## config.mk

```make
export PLATFORM = sky130hd
export DESIGN_NAME = scu_conf_unit
export DESIGN_NICKNAME = d
export VERILOG_FILES = /design/src/rtl/scu_pkg.sv /design/src/rtl/scu_entry.sv /design/src/rtl/scu_score_bank.sv /design/src/rtl/scu_conf_unit.sv
export SDC_FILE = /design/constraint.sdc
export NUM_CORES = 1
export LEC_CHECK = 0
export ABC_AREA = 1
export ABC_CLOCK_PERIOD_IN_PS = 4300
export BUFFER_PORTS_ARGS = -buffer_cell sky130_fd_sc_hd__buf_2
export CAP_MARGIN = 20
export CORE_MARGIN = 5
export CORE_UTILIZATION = 30
export DETAILED_ROUTE_END_ITERATION = 8
export HOLD_SLACK_MARGIN = 0.1
export MAX_ROUTING_LAYER = met4
export SYNTH_ARGS = -nofsm -noshare
export SYNTH_HDL_FRONTEND = slang
export SYNTH_SLANG_ARGS = --single-unit
```

## constraint.sdc

```tcl
create_clock -name clk -period 4.3 [get_ports clk]
set_input_delay 0.215 -clock clk [delete_from_list [all_inputs] [get_ports clk]]
set_output_delay 0.215 -clock clk [all_outputs]
set_load 0.02 [all_outputs]
```

## src/rtl/scu_pkg.sv

```systemverilog
package scu_pkg;
    // Fixed unit steps of the confidence counters
    localparam int SCU_NORM_STEP = 1;
    localparam int SCU_SPEC_STEP = 1;

    // Score kind served by one bank
    typedef enum logic {
        KIND_INV = 1'b0,
        KIND_DNG = 1'b1
    } scu_kind_e;
endpackage

```

## src/rtl/scu_entry.sv

```systemverilog
module scu_entry
    import scu_pkg::*;
#(
    parameter int SCORE_W = 5,
    parameter int REWARD  = 4,
    parameter int PENALTY = 8
) (
    input  logic                      clk,
    input  logic                      rst_n,
    input  logic                      ev_norm,
    input  logic                      ev_spec,
    input  logic                      ev_good,
    input  logic                      ev_fp,
    output logic signed [SCORE_W-1:0] score
);
    localparam int SUM_W = SCORE_W + 6;
    localparam logic signed [SUM_W-1:0] S_MAX = SUM_W'((1 << (SCORE_W-1)) - 1);
    localparam logic signed [SUM_W-1:0] S_MIN = SUM_W'(-(1 << (SCORE_W-1)));

    logic signed [SCORE_W-1:0] score_q;
    logic signed [SUM_W-1:0]   sum;
    logic signed [SCORE_W-1:0] score_d;

    // All deltas are folded into one sum, then clamped once
    always_comb begin
        sum = SUM_W'(score_q);
        if (ev_norm) sum = sum + SUM_W'(SCU_NORM_STEP);
        if (ev_spec) sum = sum - SUM_W'(SCU_SPEC_STEP);
        if (ev_good) sum = sum + SUM_W'(REWARD);
        if (ev_fp)   sum = sum - SUM_W'(PENALTY);
        if (sum > S_MAX)      score_d = SCORE_W'(S_MAX);
        else if (sum < S_MIN) score_d = SCORE_W'(S_MIN);
        else                  score_d = SCORE_W'(sum);
    end

    always_ff @(posedge clk or negedge rst_n) begin
        if (!rst_n) score_q <= '0;
        else        score_q <= score_d;
    end

    assign score = score_q;

    a_r7_idle_hold: assert property (@(posedge clk) disable iff (!rst_n)
        !(ev_norm || ev_spec || ev_good || ev_fp) |=> $stable(score_q));

    a_r9_ceiling: assert property (@(posedge clk) disable iff (!rst_n)
        (score_q == SCORE_W'(S_MAX) && !ev_spec && !ev_fp) |=> score_q == SCORE_W'(S_MAX));

    a_r9_floor: assert property (@(posedge clk) disable iff (!rst_n)
        (score_q == SCORE_W'(S_MIN) && !ev_norm && !ev_good) |=> score_q == SCORE_W'(S_MIN));

    a_r5_fp_lowers: assert property (@(posedge clk) disable iff (!rst_n)
        ev_fp |=> (score_q < $past(score_q) || $past(score_q) == SCORE_W'(S_MIN)));

    a_r3_norm_raises: assert property (@(posedge clk) disable iff (!rst_n)
        (ev_norm && !ev_spec && !ev_fp) |=>
            (score_q > $past(score_q) || $past(score_q) == SCORE_W'(S_MAX)));
endmodule

```

## src/rtl/scu_score_bank.sv

```systemverilog
module scu_score_bank
    import scu_pkg::*;
#(
    parameter scu_kind_e KIND    = KIND_INV,
    parameter int        IDX_W   = 4,
    parameter int        SCORE_W = 5,
    parameter int        REWARD  = 4,
    parameter int        PENALTY = 8
) (
    input  logic             clk,
    input  logic             rst_n,
    input  logic             norm_vld,
    input  logic [IDX_W-1:0] norm_idx,
    input  logic             spec_vld,
    input  logic [IDX_W-1:0] spec_idx,
    input  logic             good_vld,
    input  logic [IDX_W-1:0] good_idx,
    input  logic             fp_vld,
    input  logic [IDX_W-1:0] fp_idx,
    input  logic [IDX_W-1:0] qry_idx,
    output logic             en
);
    localparam int N_ENT = 1 << IDX_W;

    logic signed [SCORE_W-1:0] score_w [N_ENT];

    for (genvar e = 0; e < N_ENT; e++) begin : g_ent
        logic hit_norm, hit_spec, hit_good, hit_fp;
        assign hit_norm = norm_vld && (norm_idx == IDX_W'(e));
        assign hit_spec = spec_vld && (spec_idx == IDX_W'(e));
        assign hit_good = good_vld && (good_idx == IDX_W'(e));
        assign hit_fp   = fp_vld   && (fp_idx   == IDX_W'(e));

        scu_entry #(
            .SCORE_W (SCORE_W),
            .REWARD  (REWARD),
            .PENALTY (PENALTY)
        ) u_entry (
            .clk     (clk),
            .rst_n   (rst_n),
            .ev_norm (hit_norm),
            .ev_spec (hit_spec),
            .ev_good (hit_good),
            .ev_fp   (hit_fp),
            .score   (score_w[e])
        );
    end

    // Enabled while the selected score is non-negative
    assign en = !score_w[qry_idx][SCORE_W-1];

    a_r1_reset_enabled: assert property (@(posedge clk)
        !rst_n |-> en);

    if (KIND == KIND_DNG) begin : g_kind_chk
        a_r6_dng_small_reward: assert property (@(posedge clk) disable iff (!rst_n)
            (REWARD < PENALTY));
    end
endmodule

```

## src/rtl/scu_conf_unit.sv

```systemverilog
module scu_conf_unit
    import scu_pkg::*;
#(
    parameter int IDX_W      = 4,
    parameter int SCORE_W    = 5,
    parameter int INV_REWARD = 4,
    parameter int DNG_REWARD = 1,
    parameter int FP_PENALTY = 8
) (
    input  logic             clk,
    input  logic             rst_n,
    input  logic             inv_norm_vld,
    input  logic [IDX_W-1:0] inv_norm_idx,
    input  logic             inv_spec_vld,
    input  logic [IDX_W-1:0] inv_spec_idx,
    input  logic             inv_good_vld,
    input  logic [IDX_W-1:0] inv_good_idx,
    input  logic             inv_fp_vld,
    input  logic [IDX_W-1:0] inv_fp_idx,
    input  logic             dng_norm_vld,
    input  logic [IDX_W-1:0] dng_norm_idx,
    input  logic             dng_spec_vld,
    input  logic [IDX_W-1:0] dng_spec_idx,
    input  logic             dng_good_vld,
    input  logic [IDX_W-1:0] dng_good_idx,
    input  logic             dng_fp_vld,
    input  logic [IDX_W-1:0] dng_fp_idx,
    input  logic [IDX_W-1:0] qry_idx,
    output logic             inv_en,
    output logic             dng_en
);
    scu_score_bank #(
        .KIND (KIND_INV), .IDX_W (IDX_W), .SCORE_W (SCORE_W),
        .REWARD (INV_REWARD), .PENALTY (FP_PENALTY)
    ) u_inv_bank (
        .clk      (clk),
        .rst_n    (rst_n),
        .norm_vld (inv_norm_vld),
        .norm_idx (inv_norm_idx),
        .spec_vld (inv_spec_vld),
        .spec_idx (inv_spec_idx),
        .good_vld (inv_good_vld),
        .good_idx (inv_good_idx),
        .fp_vld   (inv_fp_vld),
        .fp_idx   (inv_fp_idx),
        .qry_idx  (qry_idx),
        .en       (inv_en)
    );

    scu_score_bank #(
        .KIND (KIND_DNG), .IDX_W (IDX_W), .SCORE_W (SCORE_W),
        .REWARD (DNG_REWARD), .PENALTY (FP_PENALTY)
    ) u_dng_bank (
        .clk      (clk),
        .rst_n    (rst_n),
        .norm_vld (dng_norm_vld),
        .norm_idx (dng_norm_idx),
        .spec_vld (dng_spec_vld),
        .spec_idx (dng_spec_idx),
        .good_vld (dng_good_vld),
        .good_idx (dng_good_idx),
        .fp_vld   (dng_fp_vld),
        .fp_idx   (dng_fp_idx),
        .qry_idx  (qry_idx),
        .en       (dng_en)
    );
endmodule

```

# Word level (Yosys, flattened, before mapping)
# Index checks and enable logic that the tools add are counted.
totals:
  regBits: 160
  input_bits: 46
  out_inout_bits: 2
op_classes:
  addsub: 128
  order_cmp: 65
  eq_ne: 120
  mux: 198
  n_bitwise: 1
  n_reduce_logical: 138
op_table:
  columns: ["op", "n"]
  rows:
  - ["11-bit two-way mux", 128]
  - ["11-bit by 5-bit > comparator with 1-bit output (second input constant)", 32]
  - ["11-bit by 5-bit less-than comparator with 1-bit output (second input constant)", 32]
  - ["11-bit by 2-bit subtractor with 11-bit output (second input constant)", 32]
  - ["11-bit by 5-bit subtractor with 11-bit output (second input constant)", 32]
  - ["5-bit two-way mux", 68]
  - ["4-bit == test (second input constant)", 64]
  - ["5-bit by 2-bit adder with 6-bit output (second input constant)", 32]
  - ["11-bit by 2-bit adder with 11-bit output (second input constant)", 16]
  - ["11-bit by 4-bit adder with 11-bit output (second input constant)", 16]
  - ["4-bit by 3-bit == test with 1-bit output (second input constant)", 32]
  - ["1-bit logical AND", 128]
  - ["4-bit by 2-bit == test with 1-bit output (second input constant)", 16]
  - ["5-bit binary-select mux with 4-bit select", 2]
  - ["4-bit by 1-bit == test with 1-bit output (second input constant)", 8]
  - ["4-bit logical NOT", 8]
  - ["5-bit >= comparator (second input constant)", 1]
  - ["4-bit inverter with 5-bit output", 1]
  - ["1-bit logical NOT", 2]

# Longest topological paths before layout
# Gate-level depths: netlist of the first run.
depth:
  word_depth: 12
  mapped_depth: 28
  depth_no_buf: 27

# By module
# Synthesis of the first run repeated with hierarchy kept, for this count alone.
hier_totals:
  cells_unflattened: 4316
  area_unflattened_um2: 26653.1
by_module_without_submodules:
  columns: ["module", "n_inst", "cells_each", "area_per_inst_um2", "seq_area_each_um2"]
  rows:
  - ["scu_entry (u_dng_bank.g_ent[0].u_entry ...)", 16, 134, 872.1, 125.1]
  - ["scu_entry (u_inv_bank.g_ent[0].u_entry ...)", 16, 116, 711.9, 125.1]
  - ["scu_score_bank", 2, 158, 654.4, 0.0]

# Worst setup path before layout of the first run
# Ideal clock, no wire load.
synth_path:
  kind: "input port to flip-flop"
  from: "input dng_norm_vld"
  to: "register u_dng_bank.g_ent[6].u_entry.score_q[0]"
  setup_ns: 0.065
  t_arrival_ns: 3.234
  path_slack_ns: 1.000
  path_stages: 22
  path_buffers: 1
  cell_sequence: "buf_4 > nand3_2 > nor2_2 > nand2_1 > o21ai_1 > inv_1 > ha_1 > or2_2 > nand2_1 > ha_1 > nand2_1 > a21oi_1 > nand2_1 > nand2_1 > nand2_1 > ha_1 > or2_2 > nand2_1 > nand3_1 > o21ai_1 > nand2_1 > nand2_1"
synth_between:
  elab_chain_cells: 11
synth_lines:
  columns: ["item", "line_no", "text"]
  rows:
  - ["from (decl)", "scu_conf_unit.sv:20", "input logic dng_norm_vld,"]
  - ["1-bit logical AND (*)", "scu_score_bank.sv:29", "assign hit_norm = norm_vld && (norm_idx == IDX_W'(e));"]
  - ["11-bit two-way mux (*)", "scu_entry.sv:27", "if (ev_norm) sum = sum + SUM_W'(SCU_NORM_STEP);"]
  - ["11-bit by 2-bit subtractor with 11-bit output", "scu_entry.sv:28", "if (ev_spec) sum = sum - SUM_W'(SCU_SPEC_STEP);"]
  - ["11-bit two-way mux (*)", "scu_entry.sv:28", null]
  - ["11-bit by 2-bit adder with 11-bit output", "scu_entry.sv:29", "if (ev_good) sum = sum + SUM_W'(REWARD);"]
  - ["11-bit two-way mux (*)", "scu_entry.sv:29", null]
  - ["11-bit by 5-bit subtractor with 11-bit output", "scu_entry.sv:30", "if (ev_fp) sum = sum - SUM_W'(PENALTY);"]
  - ["11-bit two-way mux (*)", "scu_entry.sv:30", null]
  - ["11-bit by 5-bit less-than comparator with 1-bit output", "scu_entry.sv:32", "else if (sum < S_MIN) score_d = SCORE_W'(S_MIN);"]
  - ["5-bit two-way mux", "scu_entry.sv:32", null]
  - ["5-bit two-way mux (*)", "scu_entry.sv:31", "if (sum > S_MAX) score_d = SCORE_W'(S_MAX);"]
  - ["via u_dng_bank.g_ent[6].u_entry.score_d[0]", "scu_entry.sv:22", "logic signed [SCORE_W-1:0] score_d;"]
  - ["to (signal assigned)", "scu_entry.sv:38", "else score_q <= score_d;"]
  - ["to (decl)", "scu_entry.sv:20", "logic signed [SCORE_W-1:0] score_q;"]
# The timed path passes the listed nets; every way through them passes the cells marked *.

# Final worst setup path of the first run
layout_path:
  from: "register u_dng_bank.g_ent[6].u_entry.score_q[0]"
  to: "register u_dng_bank.g_ent[6].u_entry.score_q[2]"
layout_between:
  elab_chain_cells: 11
layout_lines:
  columns: ["item", "line_no"]
  rows:
  - ["5-bit by 2-bit adder with 6-bit output", "scu_entry.sv:27"]
  - ["11-bit two-way mux (*)", "scu_entry.sv:27"]
  - ["11-bit by 2-bit subtractor with 11-bit output", "scu_entry.sv:28"]
  - ["11-bit two-way mux (*)", "scu_entry.sv:28"]
  - ["11-bit by 2-bit adder with 11-bit output", "scu_entry.sv:29"]
  - ["11-bit two-way mux (*)", "scu_entry.sv:29"]
  - ["11-bit by 5-bit subtractor with 11-bit output", "scu_entry.sv:30"]
  - ["11-bit two-way mux (*)", "scu_entry.sv:30"]
  - ["11-bit by 5-bit less-than comparator with 1-bit output", "scu_entry.sv:32"]
  - ["5-bit two-way mux", "scu_entry.sv:32"]
  - ["5-bit two-way mux (*)", "scu_entry.sv:31"]
  - ["via u_dng_bank.g_ent[6].u_entry.score_d[2]", "scu_entry.sv:22"]
# Marks and branches as above.

==> results of run 1 <==
==> layout make-up <==
type                            count  share of cell area [%]
Clock buffer                       17                   1.733
Clock inverter                     15                  0.6882
Sequential cell                   160                   16.31
Timing Repair Buffer               51                   1.127
Antenna cell                        3                 0.03059
Multi-Input combinational cell   3367                   66.24
Inverter                          584                   8.932
Tap cell                          969                   4.940
==> metrics by stage <==
stage | power, mW | instances | utilization (%) | worst slack (ns) | hold slack, ns
after global routing | 14.69 | 5166 | 32.97 | 0.3415 | 0.2849
final | 12.94 | 5166 | 32.97 | 0.6749 | 0.2449
after detailed placement | 11.32 | 5130 | 32.14 | 0.4606 | 0.3697
after CTS | 13.02 | 5163 | 32.96 | 0.6834 | 0.2030
after global placement | 11.19 | 5130 | 32.14 | 0.5113 | 0.3719
after floorplan | 9.593 | 4124 | - | 1.000 | -0.08059
==> registers in the layout, indices dropped and copies added (netlist names) <==
name	count
u_dng_bank.g_ent.u_entry.score	80
u_inv_bank.g_ent.u_entry.score	80
==> per-layer routing <==
metal | up-vias | track usage [%]
li1 | 13130 | -
met1 | 10610 | 20.55
met2 | 306 | 24.65
met3 | 54 | 2.193
met4 | 0 | 3.578
met5 | - | -
==> report_power, final <==
part           internal [mW]  switching (mW)
combinational           3.01            5.35
clock                  0.826           0.785
sequential              2.16           0.818
total                   5.99            6.95
==> kinds of logic (layout without fill, tap and decap cells) <==
kind of cell             after synthesis  in the layout  share of synthesized area (%)
flip-flops                           160            160                          17.78
other                                  0              3                              0
buffers and inverters                597            667                          10.01
multiplexers                          15             15                         0.7225
adder cells (fa/ha/maj)              128            128                          7.114
AO/OA/AOI/OAI                        327            327                          8.148
AND/OR/NAND/NOR                     2764           2764                          51.01
XOR/XNOR                             133            133                          5.208
==> timing repair <==
| item | CTS | global route |
|---|---|---|
| hold buffers | 1 | 0 |
| buffers inserted | 0 | 0 |
| gates resized for setup | 0 | 0 |
| endpoints found under the hold margin | 90 | 0 |
==> layout by cell type (no fill, tap or decap), types with 42 or more instances in the layout <==
cell type	instances
nand2_1	1813
xor2_1	90
buf_2	46
ha_1	128
nand4_1	92
nor2_1	341
o21ai_0	119
a21oi_1	92
dfrtp_1	160
inv_1	577
xnor2_1	42
o21ai_1	48
nand3_1	414
==> final timing paths <==
check / start / endpoint / slack [ns] / cells after the start
setup / recovery: u_dng_bank.g_ent[6].u_entry.score[0]$_DFF_PN0_ / u_dng_bank.g_ent[6].u_entry.score[2]$_DFF_PN0_ / 0.67 / 20
hold / removal: dng_good_idx[0] / u_dng_bank.g_ent[3].u_entry.score[1]$_DFF_PN0_ / 0.24 / 7
setup reg to reg: u_dng_bank.g_ent[6].u_entry.score[0]$_DFF_PN0_ / u_dng_bank.g_ent[6].u_entry.score[2]$_DFF_PN0_ / 0.67 / 20
hold reg to reg: u_inv_bank.g_ent[14].u_entry.score[0]$_DFF_PN0_ / u_inv_bank.g_ent[14].u_entry.score[0]$_DFF_PN0_ / 0.77 / 5
max in group asynchronous: rst_n / u_inv_bank.g_ent[7].u_entry.score[4]$_DFF_PN0_ / 2.84 / 3
min in group asynchronous: rst_n / u_dng_bank.g_ent[0].u_entry.score[4]$_DFF_PN0_ / 0.39 / 2
==> worst max-delay path: stages, from the launching register on <==
cell and delay (ns):
dfrtp_1 0.45, ha_1 0.33, nand2_1 0.05, o21ai_1 0.13
inv_1 0.07, ha_1 0.28, or2_2 0.29, nand2_1 0.11
ha_1 0.17, nand2_1 0.06, a21oi_1 0.24, nand2_1 0.10
nand2_1 0.08, nand2_1 0.07, ha_1 0.28, or2_2 0.29
nand2_1 0.08, nand3_1 0.08, o21ai_1 0.25, nand2_1 0.09
nand2_1 0.07
==> metrics, run 1 <==
status finished, final reports clean; final wirelength between 60000 and 70000 µm; Final Setup Violations 0; top post-synthesis cells by area nand2_1, dfrtp_1, inv_1, nand3_1, ha_1; RePlAce Congestion around 0.89; Die Area slightly above 80000 µm²; Num CTS Buffers 17; Hold WC Path Type in -> reg; vias between 20k and 25k; Clock Skew 0.01269 ns; Multi-input gate area approximately 16000 µm²; Highest Signal Layer met4; CP Capture Type register; ys async rst share 100.0%; headroom to the max-slew limit ~43%; count leader, synth nand2_1; worst-path fanout max 5; WP data arrival between 4 and 5 ns; detailed-route DRC error count 0; M1 WL roughly 30000 µm; final-report hold violation count 0; clk buf depth 2; Cell Rows 100; CTS tree built; fin crit share between 80% and 90%; Post-synth top cells nand2_1, inv_1, nand3_1, nor2_1, dfrtp_1; Worst-path clk slew ~0.08 ns; number of flops mapped to enable cells by yosys 0; pin count of the biggest net entering global routing slightly above 90; first-pass GRT wire length ~100000 µm; Leak between 10 and 15 nW; PD cells ~530 nW/µm²; RSZ-0062 raised after global routing no; area grow syn2layout 9.015%; clk sink count 160; top_reg_cell synth dfrtp_1; fin crit period about 3.6 ns; DR vias/cell around 4.7; share of layout cells above drive strength 1 under 10%; total grt overflow 0; Final #Nets between 4k and 5k; Filler cells ~8.2k; synth warn 0; Yosys reg bits 160; input/output buffers 47; mean post-synth cell area 5.459 µm²; post-detail-place hpwl around 50000 µm; fmax ~0.28 GHz; register area around 4000 µm²; core box area ~74000 µm²; Detail Route Antenna Nets 0; initial antenna violation count 3; critical path class reg -> reg; total track usage roughly 15%; DR WL met2 about 27000 µm; Max Cap Viol 0; fin. max-slew vios 0; setup tns final 0 ns; met3 routed WL 2076 µm; net count after synthesis 4298; Crit path required time approximately 4.7 ns; starting density of the core a little under a third; post-synthesis sequential area ratio between 15 and 20%; Clock Latency Late Sink just under 0.5 ns; Yosys top cell by area nand2_1; vias in the first global route between 20k and 25k; chip width 283.9 µm; Clk Tree Root Cell clkbuf_16; distinct cell type count after synthesis between 40 and 50; CP startpoint kind register; Yosys top cell area share a little under a third; DRT iter0 DRCs 1539; H-tree depth 4; Tightest Pin Transition between 0.8 and 0.9 ns; peak supply drop 0.0002202 V; Mapped Cells about 4.1k; routed len/inst about 12 µm; I/O Pins 48; synthesized cell area about 23000 µm²; Chip Height between 200 and 300 µm; Pre-antenna DRT Iters 6; placed cell area 23930 µm²; fin area 24540 µm²
(Power assumes the default switching activity.)
==> inputs of run 2 (changes only) <==
ABC_CLOCK_PERIOD_IN_PS = 3190   (was 4300)
clock period = 3.19 ns   (was 4.3 ns; I/O delays follow)
==> metrics, run 2 (same netlist as run 1, synthesis figures left out) <==
status finished with violations; failing checks antenna rules; Max Cap Viol 0; commonest cells after routing, fill and taps aside nand2_1, inv_1, buf_4; hold_ws roughly 0.22 ns; Place WS -0.2224 ns; fin crit period between 3 and 4 ns; DR vias/cell around 4.7; share of layout cells above drive strength 1 about a fifth; DRT iter0 DRCs between 1k and 1.5k; I/O Pins 48; clk buf depth 2; PnR Total Power approximately 20 mW; Flop pwr share between 10% and 20%; final-report hold violation count 0; input/output buffers 47; Die Area around 80000 µm²; pin count of the biggest net entering global routing between 70 and 80; vias around 26k; Num CTS Buffers 17; P_sw 10.35 mW; Chip Height ~280 µm; vias in the first global route approximately 23k; Cell Rows 100; Worst-path clk slew ~0.080 ns; area grow syn2layout 27.73%; fin crit share around 100%; Crit path required time between 3 and 4 ns; Worst Setup Slack, final 0.08071 ns; RePlAce Congestion between 0.9 and 1; worst-path fanout max 4; CP Capture Type register; chip width 283.9 µm; CP startpoint kind register; total track usage 15.88%; post-detail-place hpwl roughly 53000 µm; power share of the clock group between 10% and 20%; Tightest Pin Transition between 0.7 and 0.8 ns; Post-Route Utilization 38.63%; peak supply drop 0.0004551 V; headroom to the max-slew limit 51.33%; most common cell after layout, fill and taps aside nand2_1; Sw Ratio between 50% and 60%; Leak 15.92 nW; Clock Skew roughly 0.0075 ns; detailed-route DRC error count 0; WP data arrival ~3.5 ns; Filler cells between 8k and 9k; fin. max-slew vios 0; critical path class reg -> reg; PD cells slightly above 700 nW/µm²; CTS tree built; final wirelength between 60000 and 70000 µm; Pre-antenna DRT Iters 8; H-tree depth 4; starting density of the core between 30% and 40%; RSZ-0062 raised after global routing yes; clk sink count 160; Final Setup Violations 0; Detail Route Antenna Nets 1; routed len/inst 11.80 µm; internal power between 10 and 15 mW; initial antenna violation count 6; total grt overflow 0; setup tns final 0 ns; Hold WC Path Type in -> reg; core box area around 74000 µm²; first-pass GRT wire length around 110000 µm; Clock Latency Late Sink 0.49 ns; fmax between 0.3 and 0.4 GHz; Clk Tree Root Cell clkbuf_16; Logic pwr share 70.2%; Final #Nets between 4k and 5k
run 2: cell count changes in the layout (fill, tap and decap cells not counted), sizes merged:
cell / previous run / this run
buf: 49 / 440
clkbuf: 18 / 19
diode: 3 / 11
clkinvlp: 2 / 1
run 2: stage by stage:
| step | instances | cell area (µm²) |
|---|---|---|
| floorplan | 4124 | 22530 |
| global placement | 5466 | 26480 |
| detailed placement | 5466 | 26480 |
| CTS | 5510 | 27290 |
| global route | 5560 | 28740 |
| finish | 5565 | 28760 |
run 2: final cells by class:
cell class	instances	area (µm²)	share of cell area, %
Multi-Input combinational cell	3367	17480	60.80
Timing Repair Buffer	442	3228	11.23
Tap cell	969	1212	4.216
Inverter	584	2192	7.623
Clock buffer	18	439.2	1.527
Sequential cell	160	4008	13.94
Antenna cell	11	27.53	0.09573
Clock inverter	14	165.2	0.5744
run 2: critical path, stage by stage (launching register included):
cell	delay [ns]
dfrtp_1	0.39
ha_1	0.29
inv_1	0.07
nand2_1	0.06
o21ai_2	0.07
ha_1	0.24
nor2_1	0.09
o21bai_4	0.14
ha_4	0.14
inv_2	0.04
nor2_4	0.07
a21boi_2	0.18
nand2_1	0.10
nand3_2	0.09
nand2_2	0.08
ha_4	0.26
inv_1	0.03
nand2_1	0.06
o21ai_2	0.06
or2_1	0.24
o21ai_2	0.20
nand2_1	0.09
run 2: per-layer routing:
| metal | track usage (%) | part of all wire [%] | vias to the layer above |
|---|---|---|---|
| li1 | - | - | 13940 |
| met1 | 20.19 | 47 | 11550 |
| met2 | 26.28 | 47 | 311 |
| met4 | 4.796 | 2.3 | 0 |
| met5 | - | 0 | - |
| met3 | 2.257 | 3.4 | 80 |
run 2: timing repair:
item                       4_1_cts  5_1_grt
pin swaps                       18      172
setup endpoints to repair       43      128
gates resized for setup         29      323
cloned                           0        0
setup buffers                   11       45
hold endpoints to repair        72        0
hold buffers                     1        0
run 2: worst paths after layout:
kind | from | end | slack [ns] | cells past startpoint
max | u_dng_bank.g_ent[15].u_entry.score[1]$_DFF_PN0_ | u_dng_bank.g_ent[15].u_entry.score[1]$_DFF_PN0_ | 0.08 | 21
min | inv_fp_idx[0] | u_inv_bank.g_ent[0].u_entry.score[3]$_DFF_PN0_ | 0.22 | 6
max in group asynchronous | rst_n | u_dng_bank.g_ent[0].u_entry.score[2]$_DFF_PN0_ | 2.11 | 3
max reg2reg | u_dng_bank.g_ent[15].u_entry.score[1]$_DFF_PN0_ | u_dng_bank.g_ent[15].u_entry.score[1]$_DFF_PN0_ | 0.08 | 21
min reg2reg | u_inv_bank.g_ent[3].u_entry.score[0]$_DFF_PN0_ | u_inv_bank.g_ent[3].u_entry.score[0]$_DFF_PN0_ | 0.80 | 5
min in group asynchronous | rst_n | u_inv_bank.g_ent[15].u_entry.score[3]$_DFF_PN0_ | 0.26 | 2
run 2: power by group through the flow:
stage	sequential, mW	combinational, mW	clock, mW
2_1_floorplan	3.66	9.28	0
3_3_place_gp	3.89	12.7	0
3_5_place_dp	3.89	12.9	0
4_1_cts	3.86	13.1	2.27
5_1_grt	4.00	16.6	2.35
6_report	3.89	14.3	2.19
==> inputs of run 3 (changes only) <==
ABC_AREA = 0   (was 1)
==> metrics, run 3 <==
status finished with violations; failing checks setup timing; ys async rst share 100.0%; Hold WC Path Type in -> reg; pin count of the biggest net entering global routing between 80 and 90; CTS tree built; core box area about 79000 µm²; most common cell after layout, fill and taps aside buf_4; Clock Skew ~0.015 ns; Hold EP u_inv_bank.g_ent[4].u_entry.score[2]$_DFF_PN0_; Die Area approximately 86000 µm²; DR vias/cell between 5 and 6; r2r startpoint u_inv_bank.g_ent[12].u_entry.score[1]$_DFF_PN0_; Tightest Pin Transition approximately 0.84 ns; hold_ws between 0.2 and 0.25 ns; distinct cell type count after synthesis between 100 and 150; R2R Setup Slk -0.40 ns; vias 27.92k; clk buf depth 2; Final Setup Violations 83; Yosys top cell area share around 17%; RePlAce Congestion between 0.9 and 1; RSZ-0062 raised after global routing yes; WP data arrival around 4 ns; worst-path fanout max 4; synthesized cell area 24030 µm²; post-detail-place hpwl between 60000 and 70000 µm; vias in the first global route roughly 27k; Cell Rows between 100 and 150; Sw Ratio between 40% and 50%; share of layout cells above drive strength 1 around 45%; commonest cells after routing, fill and taps aside buf_4, nand2_1, nor2_1; Yosys top cell by area dfrtp_1; count leader, synth nand2_1; first-pass GRT wire length roughly 140000 µm; P_sw roughly 13 mW; setup tns final -10.31 ns; Clock Latency Late Sink 0.50 ns; I/O Pins between 40 and 50; Chip Height between 200 and 300 µm; input/output buffers 47; CP Capture Type register; Detail Route Antenna Nets 0; mean post-synth cell area 7.706 µm²; total grt overflow 0; starting density of the core roughly 30%; Critical R2R Capture u_inv_bank.g_ent[12].u_entry.score[2]$_DFF_PN0_; Post-synth top cells nand2_1, xnor2_1, nor2_1, o21ai_0, dfrtp_1; worst hold path startpoint inv_good_idx[1]; area grow syn2layout 57.32%; number of flops mapped to enable cells by yosys 0; total track usage between 10% and 20%; final wirelength 86770 µm; Num CTS Buffers 17; headroom to the max-slew limit roughly 44%; post-synthesis sequential area ratio between 10% and 20%; Final #Nets ~4.3k; Clk Tree Root Cell clkbuf_16; detailed-route DRC error count 0; clk sink count 160; reg2reg path depth 14; PD cells 766.4 nW/µm²; Mapped Cells approximately 3.1k; fmax 0.2783 GHz; Crit path required time between 3 and 4 ns; critical path class reg -> reg; CP startpoint kind register; top_reg_cell synth dfrtp_1; Yosys reg bits 160; Flop pwr share roughly 15%; Logic pwr share just under 80%; Pre-antenna DRT Iters 5; Worst-path clk slew 0.08 ns; DRT iter0 DRCs between 1k and 1.5k; peak supply drop 0.0005537 V; fin. max-slew vios 0; Max Cap Viol 0; chip width about 290 µm; initial antenna violation count 1; internal power roughly 16 mW; PnR Total Power roughly 29 mW; hold depth 5; H-tree depth 4; Leak between 15 and 20 nW; net count after synthesis roughly 3.3k; Filler cells 7369; fin crit period 3.593 ns; synth warn 0; fin crit share 112.6%; top post-synthesis cells by area dfrtp_1, xnor2_1, ha_1, xor2_1, nand2_1; final-report hold violation count 0; power share of the clock group 7.5%; Worst Setup Slack, final -0.4034 ns; routed len/inst 16.79 µm
==> run 3: changes by cell type in the layout (fill, tap and decap cells not counted), sizes merged, moves of 41 or more <==
cell	delta
mux2i	+80
a31oi	+49
nand3	-266
or3	+41
nor3	+98
nor2	-146
and3	+74
a21oi	+66
inv	-515
xnor2	+212
buf	+672
nand2	-1557
==> run 3: cell families (layout without fill, tap and decap cells) <==
group                      Yosys count  after routing  synth area share, %
adders and majority gates          128            128                6.666
muxes                              119            119                5.603
other                                0              3                    0
and+or+nand+nor                   1266           1266                28.37
DFF                                160            160                16.66
AOI/OAI and AO/OA                  824            824                23.55
xor gates and xnor gates           393            393                15.29
buffers and inverters              228           1224                3.848
==> run 3: critical path: stages, from the launching register on <==
cell and delay, ns:
dfrtp_1 0.39, ha_1 0.33, mux2i_1 0.20, ha_2 0.21
or3b_4 0.38, or3_4 0.39, o32ai_4 0.13, xor2_2 0.23
xnor2_1 0.21, inv_1 0.14, ha_4 0.20, xnor2_2 0.16
o31ai_4 0.30, a21oi_4 0.12, a21oi_1 0.13
==> run 3: how the worst max path moves through the flow <==
stage / start / to / cells past startpoint
after floorplan: inv_norm_idx[2] / u_inv_bank.g_ent[11].u_entry.score[0]$_DFF_PN0_ / 21
after global placement: inv_norm_idx[0] / u_inv_bank.g_ent[15].u_entry.score[0]$_DFF_PN0_ / 21
after detailed placement: inv_norm_idx[0] / u_inv_bank.g_ent[15].u_entry.score[3]$_DFF_PN0_ / 21
after CTS: u_dng_bank.g_ent[8].u_entry.score[0]$_DFF_PN0_ / u_dng_bank.g_ent[8].u_entry.score[2]$_DFF_PN0_ / 16
after global routing: u_inv_bank.g_ent[12].u_entry.score[1]$_DFF_PN0_ / u_inv_bank.g_ent[12].u_entry.score[2]$_DFF_PN0_ / 14
final: u_inv_bank.g_ent[12].u_entry.score[1]$_DFF_PN0_ / u_inv_bank.g_ent[12].u_entry.score[2]$_DFF_PN0_ / 14
==> run 3: metrics by stage <==
step                      cells  cell area, µm²  utilization, %  setup slack [ns]
after floorplan            3118           25530               -           -0.4133
after global placement     4978           33140           41.81           -0.6093
after detailed placement   4978           33140           41.81           -0.6396
after CTS                  5094           35300           44.54           -0.3732
after global routing       5165           37790           47.68           -0.5228
final                      5167           37800           47.69           -0.4034
==> run 3: area by class of cell <==
| cell class | count | area, µm² | share of cell area [%] |
|---|---|---|---|
| Timing Repair Buffer | 1114 | 8486 | 22.45 |
| Inverter | 78 | 297.8 | 0.7878 |
| Multi-Input combinational cell | 2730 | 23120 | 61.16 |
| Clock buffer | 22 | 484.2 | 1.281 |
| Clock inverter | 10 | 86.33 | 0.2284 |
| Sequential cell | 160 | 4008 | 10.60 |
| Tap cell | 1050 | 1314 | 3.476 |
| Antenna cell | 3 | 7.507 | 0.01986 |
==> run 3: power groups by stage <==
stage | Clock, mW | Combinational, mW | Sequential (mW)
6_report | 2.16 | 22.4 | 4.40
5_1_grt | 2.27 | 24.5 | 4.53
4_1_cts | 2.22 | 19.7 | 4.24
3_5_place_dp | 0 | 18.1 | 4.21
3_3_place_gp | 0 | 17.8 | 4.21
2_1_floorplan | 0 | 11.6 | 3.80
==> run 3: layer usage <==
layer | track usage [%] | share of wire, % | vias to the layer above
met2 | 31.44 | 48 | 660
met1 | 25.14 | 45 | 13430
met3 | 3.243 | 5.1 | 134
li1 | - | - | 13690
met4 | 5.507 | 2.2 | 0
met5 | - | 0 | -
==> run 3: what timing repair did <==
action | CTS | global route
pin swaps | 178 | 234
resized for setup | 176 | 387
endpoints found under the hold margin | 77 | 0
cloned | 0 | 0
buffers inserted | 84 | 74
hold buffers | 1 | 0
setup endpoints to repair | 120 | 138
